**src/rtl/spi_sclk_divider.sv**
```systemverilog
module spi_sclk_divider #(
  parameter int CODE_W = 4,
  parameter int EXT_W  = 8
) (
  input  logic              clk,
  input  logic              rst_n,
  input  logic              run,
  input  logic              fine_sel,
  input  logic [CODE_W-1:0] div_code,
  input  logic [EXT_W-1:0]  div_ext,
  input  logic              idle_pol,
  output logic              sclk,
  output logic              lead_stb,
  output logic              trail_stb
);
  localparam int COARSE_W = (1 << CODE_W) - 1;
  localparam int FINE_W   = CODE_W + EXT_W;
  localparam int CNT_W    = (COARSE_W > FINE_W) ? COARSE_W : FINE_W;

  logic [CNT_W:0]   pow;
  logic [CNT_W-1:0] coarse_lim, fine_lim, sel_lim;
  logic [CNT_W-1:0] lim_q, cnt;
  logic             busy, nxt_lead;

  assign pow        = (CNT_W+1)'(1) << div_code;
  assign coarse_lim = pow[CNT_W-1:0] - CNT_W'(1);

  always_comb begin
    fine_lim = '0;
    fine_lim[FINE_W-1:0] = {div_ext, div_code};
  end

  assign sel_lim = fine_sel ? fine_lim : coarse_lim;

  always_ff @(posedge clk or negedge rst_n) begin
    if (!rst_n) begin
      busy      <= 1'b0;
      cnt       <= '0;
      lim_q     <= '0;
      nxt_lead  <= 1'b1;
      sclk      <= 1'b0;
      lead_stb  <= 1'b0;
      trail_stb <= 1'b0;
    end else if (!run) begin
      busy      <= 1'b0;
      cnt       <= '0;
      lim_q     <= sel_lim;
      nxt_lead  <= 1'b1;
      sclk      <= idle_pol;
      lead_stb  <= 1'b0;
      trail_stb <= 1'b0;
    end else if (!busy) begin
      busy      <= 1'b1;
      cnt       <= '0;
      lim_q     <= sel_lim;
      nxt_lead  <= 1'b1;
      sclk      <= idle_pol;
      lead_stb  <= 1'b0;
      trail_stb <= 1'b0;
    end else if (cnt == lim_q) begin
      cnt       <= '0;
      sclk      <= ~sclk;
      lead_stb  <= nxt_lead;
      trail_stb <= ~nxt_lead;
      nxt_lead  <= ~nxt_lead;
    end else begin
      cnt       <= cnt + CNT_W'(1);
      lead_stb  <= 1'b0;
      trail_stb <= 1'b0;
    end
  end

  a_r5_never_both: assert property (@(posedge clk) disable iff (!rst_n)
    $onehot0({lead_stb, trail_stb}));

  a_r7_stop_idles: assert property (@(posedge clk) disable iff (!rst_n)
    !run |=> (sclk == $past(idle_pol)) && !lead_stb && !trail_stb);

  a_r6_edge_on_strobe: assert property (@(posedge clk) disable iff (!rst_n)
    (lead_stb || trail_stb) |-> (sclk != $past(sclk)));

  a_r6_hold_between: assert property (@(posedge clk) disable iff (!rst_n)
    ($past(run) && $past(busy) && !lead_stb && !trail_stb) |-> $stable(sclk));

  a_r4_every_cycle: assert property (@(posedge clk) disable iff (!rst_n)
    (busy && run && lim_q == '0) |=> (lead_stb || trail_stb));

  a_r8_ratio_held: assert property (@(posedge clk) disable iff (!rst_n)
    (busy && run) |=> $stable(lim_q));
endmodule

```
**config.mk**
```make
export PLATFORM = sky130hd
export DESIGN_NAME = spi_sclk_divider
export DESIGN_NICKNAME = d
export VERILOG_FILES = /design/src/rtl/spi_sclk_divider.sv
export SDC_FILE = /design/constraint.sdc
export NUM_CORES = 1
export LEC_CHECK = 0
export CORE_MARGIN = 8
export CORE_UTILIZATION = 56
export DETAILED_ROUTE_END_ITERATION = 10
export PLACE_DENSITY_LB_ADDON = 0.15
export SLEW_MARGIN = 20
export SYNTH_ARGS = -nofsm -noshare
export SYNTH_HDL_FRONTEND = slang
export SYNTH_SLANG_ARGS = --single-unit
export TNS_END_PERCENT = 100
```
**constraint.sdc**
```tcl
create_clock -name clk -period 2 [get_ports clk]
set_input_delay 0.2 -clock clk [delete_from_list [all_inputs] [get_ports clk]]
set_output_delay 0.2 -clock clk [all_outputs]
set_load 0.05 [all_outputs]
```
* After elaboration in Yosys (flattened, before gate mapping) *
Cells that the tools add are included.

cells by class
  add/sub/neg operators = 2
  $mul = 0
  div/mod/pow operators = 0
  magnitude comparators = 0
  equality and inequality tests = 3
  shifts and indexed selects = 1
  mux-type cells = 19
  bitwise logic cells = 2
  reductions and logical operators = 0

operators with widths
  cell                   number
  $mux 15                6
  $add 15x1->15 const B  1
  $eq 15x15->1           1
  $shl 1x4->15 const A   1
  $sub 15x1->15 const B  1
  $mux 1                 13
  $ne 3x2->1 const B     1
  $ne 2x2->1 const B     1
  $not 1->1              2

storage, ports and cells
  register bits = 35
  latch bits = 0
  bits in writable memories = 0
  ROM bits = 0
  memories kept = 0

* Depth between registers and ports, before layout *
  depth in word-level cells = 5
  gate-level depth with buffers = 10
  mapped depth without buffers = 8

* Worst setup path after synthesis *
No wires, ideal clock.

  path kind = in2reg
  start point = input port div_code[2]
  end point = register lim_q[10]
  arrival = 1,771 ps
  data required time = 1,917 ps
  path slack = 146 ps
  stages on the path = 10
  path through = clkbuf_1 -> nor3_1 -> nand2_1 -> ha_1 -> clkbuf_1 -> nor4bb_1 -> a21oi_1 -> o22ai_1 -> mux2i_1 -> o21ai_0

on the way
  word-level cells in the longest chain between the ends = 5

RTL lines
  element               RTL line  text
  from (decl)           9         input logic [CODE_W-1:0] div_code,
  $shl 1x4->15 (*)      25        assign pow = (CNT_W+1)'(1) << div_code;
  $sub 15x1->15 (*)     26        assign coarse_lim = pow[CNT_W-1:0] - CNT_W'(1);
  $mux 15 (*)           33        assign sel_lim = fine_sel ? fine_lim : coarse_lim;
  $mux 15               52        end else if (!busy) begin
  $mux 15 (*)           44        end else if (!run) begin
  to (signal assigned)  47        lim_q <= sel_lim;
  to (signal assigned)  55        lim_q <= sel_lim;
  to (decl)             22        logic [CNT_W-1:0] lim_q, cnt;

Mark *: on every way between the ends. The rest lies on a longest branch, timed or not. The select of a mux whose other input is x is not followed.
A chain may end at the register's enable or synchronous reset.

* Worst setup path after layout *
  start point = register cnt[9]
  end point = register sclk

on the way
  word-level cells in the longest chain between the ends = 2

RTL lines
  element                      RTL line  text
  from (decl)                  22
  from (signal assigned)       67        cnt <= cnt + CNT_W'(1);
  $eq 15x15->1                 60        end else if (cnt == lim_q) begin
  $ne 3x2->1 (no source line)  n/a
  to (signal assigned)         49        sclk <= idle_pol;
  to (signal assigned)         57        sclk <= idle_pol;
  to (signal assigned)         62        sclk <= ~sclk;
  to (decl)                    12        output logic sclk,

No other way between the ends.

==> results.yml <==
sta:
  relSlewSlack: 0.614
  setup_viol: 0
  hold_violations: 0
  max_freq_mhz: 557
  clock_skew_ns: 0.0139
  min_period_ns: 1.80
  setup_ws_ns: 0.204
  slew_violations: 0
  rsz0062_at_grt: "no"
  worst_pin_slew_ns: 0.578
  finalCritPeriodShare: 0.898
grt:
  overflow: 0
  grt_use_total: 0.162
  grt_pass1_vias: 1504
  antenna_found_initial: 0
  grt_max_degree: 36
  grt_pass1_wl_um: 6780
place:
  place_ws_ns: -0.123
  portBuffers: 19
  dp_cells: 269
  globalplace.congestion: 0.827
  dp_hpwl_um: 2850
clock_tree:
  cts_buffer_depth: 2
  cts.reportedPaths.clkPinSlew_ns: 0.12
  clock_sinks: 35
  postCtsResizedCells: 0
  cts_tree: "done"
  clkLatencyLatePin_ns: 0.35
  htree_levels: 2
  root_buffer: "clkbuf_4"
  cts_setup_buffers: 0
  hold_buffers: 0
  cts_buffers: 5
final_layout:
  diodes: 0
  utilization: 0.672
  fin_cells: 277
  final_nets: 249
  drive_gt1_frac: 0.108
  areaGrowthSynthToFinish_pct: 17.8
  mostFrequentLayoutCells: "nor2_1, dfrtp_1, xor2_1, clkdlybuf4s50_1, nand2_1"
critical_path:
  cp_max_fo: 7
  critPathKind: "reg -> reg"
  required_ns: 2.29
  cp.arrival_ns: 2.08
  critPathCaptureType: "flip-flop"
  worstReg2RegEnd: "sclk"
  r2r-start: "cnt[9]"
  r2r_slack_ns: 0.20
  r2r_cells: 5
  start_kind: "flip-flop"
power_and_ir_drop:
  power_frac_clock: 0.293
  internal_power_w: 0.000975
  swShare: 0.286
  pwr-share-comb: 0.145
  p_leak_nw: 0.947
  p_per_area_mw_per_mm2: 619
  ir_drop_v: 0.000409
  seqPwrFrac: 0.562
  power_switching_w: 0.000390
synthesis:
  synthFlopType: "dfrtp_1"
  synth_nets: 224
  synth-seq-cells: 35
  syn-cell-area_mm2: 0.00187
  seq_area_frac_synth: 0.468
  avgSynthCellArea_um2: 9.14
  synth_warnings: 0
  async_flop_share: 1.00
  syn_inst: 205
  synth-edff-count: 0
  synth.distinct_cells: 37
floorplanning:
  pin_count: 20
  initial_utilization: 0.570
  fp.coreArea_mm2: 0.00328
  chipWidth_um: 73.8
  dieArea_mm2: 0.00545
  die_y_um: 73.8
  rows: 21
drt:
  post_drt_wl_per_cell_um: 13.4
  drc: 0
  viasPerCell: 5.31
  firstDrtPassIters: 4
  vias: 1472
  drt-total-wl_um: 3700
  drtAntennaViolNets: 0
  drt-initial-drc-count: 90
min_path:
  hold_class: "in -> async"
status:
  outcome: "finished clean"
job:
  maxCapViolCount: 0
==> registers in the layout (all words and copies together), names as in the netlist <==
name,cells
cnt,15
sclk,1
lead_stb,1
trail_stb,1
busy,1
nxt_lead,1
lim_q,15
==> cell type report <==
class	count	area, µm²
inverters	4	15.0
well taps	46	57.6
flip-flops and latches	35	877
fillers	275	1080
repair buffers	30	273
multi-input cells	154	922
clock buffers	5	37.5
clock inverters	3	23.8
==> synth_stat cells (2+ instances only) <==
cell type / count / area, µm²
and3_1: 4 / 25.0
buf_2: 2 / 10.0
ha_1: 2 / 25.0
a21oi_1: 14 / 70.1
nand2b_1: 2 / 12.5
nor2_1: 34 / 128
inv_1: 4 / 15.0
nand4_1: 3 / 18.8
or3_1: 2 / 12.5
xor2_1: 19 / 166
xnor2_1: 9 / 78.8
a31oi_1: 3 / 18.8
nand3_1: 3 / 15.0
nor3_1: 5 / 25.0
mux2i_1: 2 / 20.0
o32ai_1: 2 / 17.5
dfrtp_1: 34 / 851
clkbuf_1: 8 / 30.0
nor4_1: 4 / 25.0
o21ai_0: 13 / 65.1
and2_1: 3 / 18.8
nand2_1: 18 / 67.6
==> worst max-delay path: stages, from the launching register on <==
cell and delay [ns]:
dfrtp_1 0.49, xor2_2 0.18, nor4_2 0.30, nand4_2 0.23, or3_1 0.36, a31oi_1 0.17
==> power by group through the flow <==
stage	registers [W]	logic [W]	clock network, W
5_1_grt	0.000770	0.000226	0.000441
3_3_place_gp	0.000780	0.000196	0
2_1_floorplan	0.000779	0.000113	0
6_report	0.000766	0.000198	0.000400
4_1_cts	0.000767	0.000201	0.000412
3_5_place_dp	0.000781	0.000201	0
==> cell families (layout without fill, tap and decap cells) <==
family / count (synthesis) / count (layout) / share of synthesized area
AO/OA/AOI/OAI: 36 / 36 / 0.109
XOR/XNOR: 29 / 29 / 0.140
adder cells (fa/ha/maj): 2 / 2 / 0.0134
buffers and inverters: 16 / 42 / 0.0394
flip-flops: 35 / 35 / 0.468
multiplexers: 2 / 2 / 0.0107
AND/OR/NAND/NOR: 85 / 85 / 0.220
==> metal layers <==
metal  vias to the layer above  global-route usage  share of wire
met1                       696               0.199           0.46
met5                         -                   0              0
met3                         7              0.0491          0.041
met2                        26               0.257           0.48
met4                         0              0.0643          0.017
li1                        743                   -              -
==> how the worst max path moves through the flow <==
stage          slack (ns)   startpoint  cells past startpoint         to
2_1_floorplan        0.15  div_code[2]                     10  lim_q[10]
3_3_place_gp         0.01  div_code[3]                      9  lim_q[10]
3_5_place_dp        -0.12  div_code[2]                      9  lim_q[10]
4_1_cts              0.17       cnt[9]                      5       sclk
5_1_grt              0.07       cnt[9]                      5       sclk
6_report             0.20       cnt[9]                      5       sclk
==> metrics by stage <==
step,power [W],area [µm²],hold slack [ns],TNS (ns)
finish,0.00136,2210,0.233,0
global route,0.00144,2210,0.264,0
CTS,0.00138,2210,0.239,0
detailed placement,0.000981,2140,0.493,-0.299
global placement,0.000976,2140,0.489,0
floorplan,0.000892,1870,-0.0956,0
(Power assumes the default switching activity.)
